### src/rtl/pwr_pkg.sv
package pwr_pkg;
  typedef enum logic [2:0] {
    PS_SETTLE = 3'd0,
    PS_ACTIVE = 3'd1,
    PS_IDLE   = 3'd2,
    PS_ZERO   = 3'd3,
    PS_HOLD   = 3'd4
  } pwr_state_t;

  localparam logic [1:0] DTR_ACT_POWER_OFF = 2'b11;
endpackage

### src/rtl/pwr_tick_gen.sv
module pwr_tick_gen #(
  parameter int CLKS_PER_TICK = 50000
) (
  input  logic clk,
  input  logic rst_n,
  output logic tick
);
  localparam int CW = (CLKS_PER_TICK > 1) ? $clog2(CLKS_PER_TICK) : 1;
  localparam logic [CW-1:0] LAST = CW'(CLKS_PER_TICK - 1);

  logic [CW-1:0] cnt_q, cnt_d;
  logic          wrap;

  assign wrap = (cnt_q == LAST);

  always_comb begin
    cnt_d = wrap ? '0 : cnt_q + 1'b1;
  end

  always_ff @(posedge clk or negedge rst_n) begin
    if (!rst_n) cnt_q <= '0;
    else        cnt_q <= cnt_d;
  end

  assign tick = wrap;
endmodule

### src/rtl/pwr_act_detect.sv
module pwr_act_detect #(
  parameter int N_AUX = 4
) (
  input  logic             clk,
  input  logic             rst_n,
  input  logic             dtr_n,
  input  logic             txd,
  input  logic             rst_pin,
  input  logic             ring_det,
  input  logic [N_AUX-1:0] aux_in,
  output logic             act,
  output logic             dtr_edge,
  output logic             rst_lvl
);
  localparam int NW = N_AUX + 4;
  localparam int IDX_DTR  = 0;
  localparam int IDX_RING = 3;

  logic [NW-1:0] raw, s1_q, s2_q, prev_q, chg;

  assign raw = {aux_in, ring_det, rst_pin, txd, dtr_n};

  // two-stage synchroniser followed by one history stage per line
  always_ff @(posedge clk or negedge rst_n) begin
    if (!rst_n) begin
      s1_q   <= '0;
      s2_q   <= '0;
      prev_q <= '0;
    end else begin
      s1_q   <= raw;
      s2_q   <= s1_q;
      prev_q <= s2_q;
    end
  end

  genvar g;
  generate
    for (g = 0; g < NW; g++) begin : g_edge
      if (g == IDX_RING) begin : g_lvl
        assign chg[g] = s2_q[g];
      end else begin : g_tgl
        assign chg[g] = s2_q[g] ^ prev_q[g];
      end
    end
  endgenerate

  assign act      = |chg;
  assign dtr_edge = chg[IDX_DTR];
  assign rst_lvl  = s2_q[2];
endmodule

### src/rtl/pwr_rst_qual.sv
module pwr_rst_qual #(
  parameter int RST_MIN_TICKS = 50
) (
  input  logic clk,
  input  logic rst_n,
  input  logic tick,
  input  logic rst_lvl,
  output logic rst_qual
);
  localparam int QW = $clog2(RST_MIN_TICKS + 1);
  localparam logic [QW-1:0] QMAX = QW'(RST_MIN_TICKS);

  logic [QW-1:0] cnt_q, cnt_d;

  always_comb begin
    cnt_d = cnt_q;
    if (!rst_lvl)                 cnt_d = '0;
    else if (tick && cnt_q != QMAX) cnt_d = cnt_q + 1'b1;
  end

  always_ff @(posedge clk or negedge rst_n) begin
    if (!rst_n) cnt_q <= '0;
    else        cnt_q <= cnt_d;
  end

  assign rst_qual = (cnt_q == QMAX);
endmodule

### src/rtl/pwr_fsm.sv
module pwr_fsm
  import pwr_pkg::*;
#(
  parameter int SETTLE_TICKS = 500,
  parameter int TO_W         = 16
) (
  input  logic            clk,
  input  logic            rst_n,
  input  logic            tick,
  input  logic            act,
  input  logic            dtr_edge,
  input  logic            zp_req,
  input  logic            rst_lvl,
  input  logic            rst_qual,
  input  logic            idle_en,
  input  logic [1:0]      dtr_action,
  input  logic [TO_W-1:0] idle_timeout,
  output logic            core_pwr_en,
  output logic            io_pwr_en,
  output logic            cmd_ready
);
  localparam int SW = $clog2(SETTLE_TICKS + 1);
  localparam logic [SW-1:0] SLOAD = SW'(SETTLE_TICKS);

  pwr_state_t      st_q, st_d;
  logic [SW-1:0]   settle_q, settle_d;
  logic [TO_W-1:0] idle_q, idle_d;
  logic [TO_W:0]   idle_inc;
  logic            zero_go;

  assign zero_go  = zp_req | (dtr_edge & (dtr_action == DTR_ACT_POWER_OFF));
  assign idle_inc = {1'b0, idle_q} + 1'b1;

  always_comb begin
    st_d     = st_q;
    settle_d = settle_q;
    idle_d   = idle_q;
    if (rst_qual) begin
      st_d = PS_HOLD;
    end else begin
      case (st_q)
        PS_HOLD: begin
          if (!rst_lvl) begin
            st_d     = PS_SETTLE;
            settle_d = SLOAD;
          end
        end
        PS_SETTLE: begin
          if (tick) begin
            if (settle_q <= 1) begin
              st_d   = PS_ACTIVE;
              idle_d = '0;
            end else begin
              settle_d = settle_q - 1'b1;
            end
          end
        end
        PS_ACTIVE: begin
          if (zero_go) begin
            st_d = PS_ZERO;
          end else if (act) begin
            idle_d = '0;
          end else if (tick) begin
            if (idle_en && idle_inc >= {1'b0, idle_timeout}) st_d = PS_IDLE;
            else if (!idle_inc[TO_W])                        idle_d = idle_inc[TO_W-1:0];
          end
        end
        PS_IDLE: begin
          if (zero_go) begin
            st_d = PS_ZERO;
          end else if (act) begin
            st_d   = PS_ACTIVE;
            idle_d = '0;
          end
        end
        PS_ZERO: st_d = PS_ZERO;
        default: st_d = PS_SETTLE;
      endcase
    end
  end

  always_ff @(posedge clk or negedge rst_n) begin
    if (!rst_n) begin
      st_q     <= PS_SETTLE;
      settle_q <= SLOAD;
      idle_q   <= '0;
    end else begin
      st_q     <= st_d;
      settle_q <= settle_d;
      idle_q   <= idle_d;
    end
  end

  assign core_pwr_en = (st_q != PS_IDLE) && (st_q != PS_ZERO);
  assign io_pwr_en   = (st_q != PS_ZERO);
  assign cmd_ready   = (st_q == PS_ACTIVE) || (st_q == PS_IDLE);
endmodule

### src/rtl/pwr_ctl.sv
module pwr_ctl #(
  parameter int CLKS_PER_TICK = 50000,
  parameter int RST_MIN_TICKS = 50,
  parameter int SETTLE_TICKS  = 500,
  parameter int TO_W          = 16,
  parameter int N_AUX         = 4
) (
  input  logic             clk,
  input  logic             rst_n,
  input  logic             idle_en,
  input  logic [TO_W-1:0]  idle_timeout,
  input  logic [1:0]       dtr_action,
  input  logic             zp_req,
  input  logic             dtr_n,
  input  logic             txd,
  input  logic             rst_pin,
  input  logic             ring_det,
  input  logic [N_AUX-1:0] aux_in,
  output logic             core_pwr_en,
  output logic             io_pwr_en,
  output logic             cmd_ready
);
  logic tick, act_any, dtr_edge, rst_lvl, rst_qual;

  pwr_tick_gen #(.CLKS_PER_TICK(CLKS_PER_TICK)) u_tick (
    .clk(clk), .rst_n(rst_n), .tick(tick)
  );

  pwr_act_detect #(.N_AUX(N_AUX)) u_act (
    .clk(clk), .rst_n(rst_n), .dtr_n(dtr_n), .txd(txd), .rst_pin(rst_pin),
    .ring_det(ring_det), .aux_in(aux_in), .act(act_any),
    .dtr_edge(dtr_edge), .rst_lvl(rst_lvl)
  );

  pwr_rst_qual #(.RST_MIN_TICKS(RST_MIN_TICKS)) u_qual (
    .clk(clk), .rst_n(rst_n), .tick(tick), .rst_lvl(rst_lvl), .rst_qual(rst_qual)
  );

  pwr_fsm #(.SETTLE_TICKS(SETTLE_TICKS), .TO_W(TO_W)) u_fsm (
    .clk(clk), .rst_n(rst_n), .tick(tick), .act(act_any), .dtr_edge(dtr_edge),
    .zp_req(zp_req), .rst_lvl(rst_lvl), .rst_qual(rst_qual), .idle_en(idle_en),
    .dtr_action(dtr_action), .idle_timeout(idle_timeout),
    .core_pwr_en(core_pwr_en), .io_pwr_en(io_pwr_en), .cmd_ready(cmd_ready)
  );
endmodule

### config.mk
export PLATFORM = sky130hd
export DESIGN_NAME = pwr_ctl
export DESIGN_NICKNAME = d
export VERILOG_FILES = /design/src/rtl/pwr_pkg.sv /design/src/rtl/pwr_tick_gen.sv /design/src/rtl/pwr_act_detect.sv /design/src/rtl/pwr_rst_qual.sv /design/src/rtl/pwr_fsm.sv /design/src/rtl/pwr_ctl.sv
export SDC_FILE = /design/constraint.sdc
export NUM_CORES = 1
export LEC_CHECK = 0
export ABC_CLOCK_PERIOD_IN_PS = 7700
export BUFFER_PORTS_ARGS = -buffer_cell sky130_fd_sc_hd__buf_4
export CORE_AREA = 4 4 92 94
export CTS_CLUSTER_DIAMETER = 200
export CTS_CLUSTER_SIZE = 20
export DETAILED_ROUTE_END_ITERATION = 8
export DIE_AREA = 0 0 96 98
export GPL_ROUTABILITY_DRIVEN = 0
export GPL_TIMING_DRIVEN = 0
export PLACE_DENSITY = 0.71
export SLEW_MARGIN = 30
export SYNTH_ARGS = -nofsm -noshare
export SYNTH_HDL_FRONTEND = slang
export SYNTH_SLANG_ARGS = --single-unit
### constraint.sdc
create_clock -name clk -period 7.7 [get_ports clk]
set_input_delay 1.54 -clock clk [delete_from_list [all_inputs] [get_ports clk]]
set_output_delay 1.54 -clock clk [all_outputs]
set_load 0.01 [all_outputs]
---- Word-level counts from Yosys, hierarchy flattened ----
Index checks and enable logic that the tools add are counted.
word-level totals
  register bits ........................... 74
  bits in latches ......................... 0
  bits in writable memories ............... 0
  memory bits (read-only) ................. 0
  output and inout port bits .............. 3
  memories kept ........................... 0
cells by class
  add/sub/neg operators ................... 4
  $mul .................................... 0
  divide/modulo/power cells ............... 0
  $lt $le $gt $ge ......................... 2
  equal/unequal tests ..................... 28
  shift operators ......................... 0
  mux-type cells .......................... 28
  bitwise operators ....................... 10
  reduce and logical (&&, ||, !) cells .... 11
operator list
  operator                                                        number
  2-to-1 mux 16 bit                                               10
  one-hot mux 16 bit (3 select lines)                             1
  2-to-1 mux 3 bit                                                10
  2-to-1 mux 9 bit                                                3
  one-hot mux 9 bit (2 select lines)                              1
  adder 16 x 1 -> 17 bit, second input constant                   1
  >= comparator 17 x 16 -> 1 bit                                  1
  adder 16 x 1 -> 16 bit, second input constant                   1
  equality test 16 bit, second input constant                     1
  inequality test 3 bit, second input constant                    5
  one-hot mux 3 bit (5 select lines)                              1
  2-to-1 mux 6 bit                                                2
  inequality test 2 bit, second input constant                    6
  inequality test 4 x 3 -> 1 bit, second input constant           3
  AND reduction 10 bit                                            1
  less-or-equal comparator 9 x 1 -> 1 bit, second input constant  1
  inequality test 3 x 2 -> 1 bit, second input constant           3
  subtractor 9 x 1 -> 9 bit, second input constant                1
  OR reduction 8 bit                                              1
  AND reduction 7 bit                                             1
  bitwise XOR 1 bit                                               7
  adder 6 x 1 -> 6 bit, second input constant                     1
  equality test 3 x 2 -> 1 bit, second input constant             2
  equality test 6 bit, second input constant                      1
  15 further kinds                                                18

---- Longest topological paths before layout ----
  word-level depth ........................ 9
  gate-level depth with buffers ........... 14
  gate-level depth less buffers ........... 12

---- Cells and area by module ----
From an unflattened synthesis, not the netlist that was laid out.
unflattened totals
  cells, all modules ...................... 400
  area total of the unflattened synthesis .. 4,080.2 um2
by module, submodules not included
  module          instances  cells an instance  area an instance (um2)  seq. area each (um2)
  pwr_fsm         1          260                2,265.9                 708.2
  pwr_tick_gen    1          67                 762.0                   400.4
  pwr_act_detect  1          33                 653.1                   575.6
  pwr_rst_qual    1          40                 399.1                   150.1

---- Worst setup path before layout ----
OpenSTA, ideal clock, no wires.
  kind .................................... in2reg
  start point ............................. input idle_timeout[6]
  end point ............................... register u_fsm.idle_q[14]
  library setup time ...................... 0.118 ns
  arrival time ............................ 3.405 ns
  data required time ...................... 7.582 ns
  path slack .............................. 4.177 ns
  stages on the path ...................... 9
  path buffers ............................ 1
  path through ............................ inv_1 -> ha_1 -> a211oi_1 -> nor2_1 -> a2111oi_0 -> o311a_2 -> buf_2 -> o2bb2ai_1 -> a21o_1
on the way
  cells in the longest elaborated chain, start to end .. 4
RTL lines
  element                          RTL line       source
  start, declared                  pwr_ctl.sv:11  input logic [TO_W-1:0] idle_timeout,
  >= comparator 17 x 16 -> 1 bit   pwr_fsm.sv:64  if (idle_en && idle_inc >= {1'b0, idle_timeout}) st_d = PS_IDLE;
  logical AND 1 bit                pwr_fsm.sv:64
  inequality test 3 bit (no line)  n/a
  AND reduction 10 bit (no line)   n/a
  end signal, assigned             pwr_fsm.sv:90  idle_q <= idle_d;
  end, declared                    pwr_fsm.sv:27  logic [TO_W-1:0] idle_q, idle_d;
Every way passes these cells.
A chain may end at the register's enable or synchronous reset.

---- Final worst setup path ----
  start point ............................. register u_fsm.idle_q[0]
  end point ............................... register u_fsm.idle_q[5]
on the way
  cells in the longest elaborated chain, start to end .. 7
  elaborated cells on any way between the ends .. 12
  classes of those cells .................. add/sub: 1; order compare: 1; eq/ne: 2; mux: 6; reduce/logical: 2
RTL lines
  element                                                                 RTL line       source
  adder 16 x 1 -> 17 bit (*)                                              pwr_fsm.sv:32  assign idle_inc = {1'b0, idle_q} + 1'b1;
  branches (longest 6 deep; another with >= comparator 17 x 16 -> 1 bit)  n/a
Every way passes the cells marked *. The select of a mux whose other input is x is not followed.

==> PnR_summary.wiki <==
{| class="wikitable"
! Metric !! Value
|-
| Result of the run || completed
|-
| Top post-synthesis cells by area || sky130_fd_sc_hd__dfrtp_1, sky130_fd_sc_hd__ha_1, sky130_fd_sc_hd__xor2_1
|-
| Synthesized netlist cell count || 424
|-
| Overall Global Routing Usage || 18.94%
|-
| CTS Root Buffer Type || sky130_fd_sc_hd__clkbuf_8
|-
| Synth Flop Type || sky130_fd_sc_hd__dfrtp_1
|-
| Overall power after layout || 0.0007311 W
|-
| Relative contribution of sequential cells to total power || 53.6%
|-
| Vertical die dimension || 98 um
|-
| Number of warnings printed during yosys synthesis || 0
|-
| Share of synthesized flip-flops with an asynchronous set or reset || 100.0%
|-
| Post-CTS clock slew at the launch and capture registers of the worst setup and hold paths || 0.08 ns
|-
| Number of buffers inserted to repair setup after CTS || 0
|-
| WHS Path Cells || 0
|-
| Crit path required time || 7.92 ns
|-
| Congestion Overflow GR || 0
|-
| Share of final-layout standard cells stronger than drive strength 1 || 13.77%
|-
| Hold-fix buffer count after cts || 0
|-
| Worst flop-to-flop path endpoint || u_fsm.idle_q[5]
|-
| Post-synthesis net count || 476
|-
| Via count of the routed design || 3234
|-
| Worst Hold Endpoint || u_act.s2_q[3]
|-
| Class of the most critical hold timing path || register to register
|-
| Total wirelength of the detailed-routed design || 8284 um
|-
| Post-detailed-route count of antenna-violating nets || 0
|-
| Largest net degree at the start of global routing || 74
|-
| Netlist area before placement || 4085 sq um
|-
| Number of enable flip-flop cells after synthesis || 0
|-
| Full die area || 9408 sq um
|-
| Worst hold slack || 0.3521 ns
|-
| Skew-Pair Late Insertion Delay || 0.34 ns
|-
| First DRT Iteration DRCs || 81
|-
| Die Span X || 96 um
|-
| Cell with the largest stage delay on the worst path || sky130_fd_sc_hd__nor4_1
|-
| Count of distinct cell types in the synthesized netlist || 51
|-
| Design area || 4664 sq um
|-
| Slew of the pin with the lowest slew margin || 0.8181 ns
|-
| Final setup violation count || 0
|-
| Launch point of the worst hold path || u_act.s1_q[3]
|-
| Achievable Freq || 252.0 MHz
|-
| Worst vdd ir || 0.1179 mV
|-
| Sequential share of the synthesized area || 44.90%
|-
| Number of I/O port buffers || 32
|-
| Starting density of the core || 53.42%
|-
| Routed wirelength normalized by instance count || 14.43 um
|-
| Cell Chain, Critical Path || ha_1, nand3_1, nor4_1, nand2_1, xnor2_1, ha_1, nand4_1, nor4_1, o21bai_1, o311a_2, buf_2, a32oi_1, nand2_1
|-
| Number of DRC violations after detailed routing || 0
|-
| Routed vias/inst || 5.634
|-
| Worst Path Class, Setup || register to register
|-
| Top-Level Pins || 33
|-
| TritonCTS clock tree || yes
|-
| Core area || 7647 sq um
|-
| PD cells || 156.7 nW/um^2
|-
| Crit path largest cell delay || 0.75 ns
|-
| Endpoints failing hold || 0
|-
| Buffer levels on the longest clock path || 2
|-
| Clock Sinks || 73
|-
| Cell type with the highest aggregate area in the netlist || sky130_fd_sc_hd__dfrtp_1
|-
| Startpoint type of the worst setup path || register
|-
| First-pass GRT wire length || 14290 um
|-
| Worst r2r path cells || 13
|-
| Number of antenna diodes || 0
|-
| H-tree depth || 3
|-
| Post-route clock period utilization || 51.53%
|-
| Proportion of power drawn by combinational gates || 4.5%
|-
| Clk network pwr share || 41.9%
|-
| Sw Pwr || 0.0001742 W
|-
| Remaining max-slew budget at the tightest pin || 45.32%
|-
| Half-perimeter wire length after detailed placement || 6075 um
|-
| Post-CTS Resized || 0
|-
| Total cell area at the placement stage || 4462 sq um
|-
| Number of antenna violations at the first check in global routing || 0
|-
| Synthesized flop and latch total || 73
|-
| Type of element capturing the critical path || register
|-
| Int Power || 0.0005569 W
|-
| Number of slew-limit violations in the final report || 0
|-
| Setup repair after global routing missed its margin || no
|-
| Clock buffer count from CTS || 9
|-
| Maximum net fanout on the critical path || 10
|-
| Max_cap viols || 0
|-
| Average instance area after synthesis || 9.635 sq um
|-
| Share of Yosys cell area claimed by the top area cell type || 41.04%
|-
| Vias in the first global route || 3057
|-
| Switch share || 23.83%
|-
| Final layout net count || 519
|-
| Area growth from synthesis to final layout || 14.18%
|-
| Pleak || 2.186 nW
|-
| FF-to-FF setup slack || 3.73 ns
|-
| Accumulated negative setup slack || 0 ns
|-
| Final worst clock skew || 0.01129 ns
|-
| Router iterations before antenna repair || 4
|-
| Data arrival time of the critical path || 4.19 ns
|-
| Core Rows || 32
|-
| Period minus WS final || 3.968 ns
|-
| Startpoint of the lowest-slack register-to-register path || u_fsm.idle_q[0]
|}
==> synth_stat cells, drive strengths merged (3+ instances only) <==
cell / number
dfrtp: 67
nand2: 39
nor2: 32
inv: 26
xor2: 25
ha: 22
nand3: 20
xnor2: 18
nand4: 17
o21ai: 15
clkbuf: 13
a21oi: 12
nor4: 10
a21o: 9
a32oi: 8
and2: 8
nor3: 8
o211ai: 8
o2bb2ai: 7
dfstp: 6
nand2b: 6
and4: 5
and3: 4
buf: 4
or3: 4
or4: 4
nand4b: 3
o21bai: 3
==> worst max path at each step <==
stage / start / endpoint / slack (ns)
finish: u_fsm.idle_q[0] / u_fsm.idle_q[5] / 3.73
global route: u_fsm.idle_q[0] / u_fsm.idle_q[6] / 3.30
CTS: u_fsm.idle_q[0] / u_fsm.idle_q[5] / 3.71
detailed placement: idle_timeout[6] / u_fsm.idle_q[14] / 3.73
global placement: idle_timeout[6] / u_fsm.idle_q[10] / 3.66
floorplan: idle_timeout[6] / u_fsm.idle_q[14] / 4.18
==> critical path: cells and delay by family, from the launching register on <==
kind | cells | cell delay [ns]
AO/OA/AOI/OAI | 3 | 0.62
XOR/XNOR | 1 | 0.18
adder cells (fa/ha/maj) | 2 | 0.55
buffers and inverters | 1 | 0.22
AND/OR/NAND/NOR | 6 | 1.79
flip-flops | 1 | 0.47
==> metal layers <==
layer,global-route usage [%],wire (um),vias to the layer above
met5,0,0,-
met4,4.595,91,0
met3,3.698,349,6
met2,31.12,4102,71
met1,25.64,3740,1552
li1,-,-,1605
==> state kept, by name, indices dropped and copies added (netlist names) <==
signal and cells:
u_fsm.idle_q 16, u_tick.cnt_q 16, u_fsm.settle_q 9, u_act.s1_q 8, u_act.s2_q 8, u_act.prev_q 7
u_qual.cnt_q 6, u_fsm.st_q 3
==> kinds of logic (layout without fill, tap and decap cells) <==
kind of cell | count (synthesis) | after routing | synth area share [%]
buffers and inverters | 43 | 91 | 4.196
xor gates and xnor gates | 43 | 43 | 9.219
adders and majority gates | 22 | 22 | 6.738
AOI/OAI and AO/OA | 78 | 78 | 13.87
and+or+nand+nor | 165 | 165 | 21.07
DFF | 73 | 73 | 44.90
==> final cells by class <==
class | count | area [sq um]
flip-flops and latches | 73 | 1834
clock buffers | 9 | 123.9
plain buffers | 17 | 73.82
fillers | 649 | 2983
clock inverters | 7 | 75.07
well taps | 102 | 127.6
inverters | 26 | 97.59
multi-input cells | 308 | 2088
repair buffers | 32 | 244.0
==> power groups by stage <==
| stage | registers (W) | logic, W | clock network [W] |
|---|---|---|---|
| final | 0.000392 | 0.0000326 | 0.000307 |
| after global routing | 0.000393 | 0.0000374 | 0.000333 |
| after CTS | 0.000392 | 0.0000336 | 0.000315 |
| after detailed placement | 0.000400 | 0.0000335 | 0 |
| after global placement | 0.000399 | 0.0000324 | 0 |
| after floorplan | 0.000399 | 0.0000112 | 0 |
==> layout by cell type, fill, tap and decap left out, drive strengths merged, types with 3 or more instances in the layout <==
cell type	Yosys	layout
a21o	9	9
a21oi	12	12
a32oi	8	8
and2	8	8
and3	4	4
and4	5	5
buf	4	36
clkbuf	13	22
clkinv	0	3
dfrtp	67	67
dfstp	6	6
ha	22	22
inv	26	29
nand2	39	39
nand2b	6	6
nand3	20	20
nand4	17	17
nand4b	3	3
nor2	32	32
nor3	8	8
nor4	10	10
o211ai	8	8
o21ai	15	15
o21bai	3	3
o2bb2ai	7	7
or3	4	4
or4	4	4
xnor2	18	18
xor2	25	25
==> metrics by stage <==
stage	cells	setup slack [ns]	utilization [%]
finish	574	3.732	60.99
global route	574	3.304	60.99
CTS	574	3.713	60.95
detailed placement	558	3.730	58.34
global placement	558	3.663	58.23
floorplan	424	4.177	-
No activity file was read; power rests on OpenSTA's default activity.
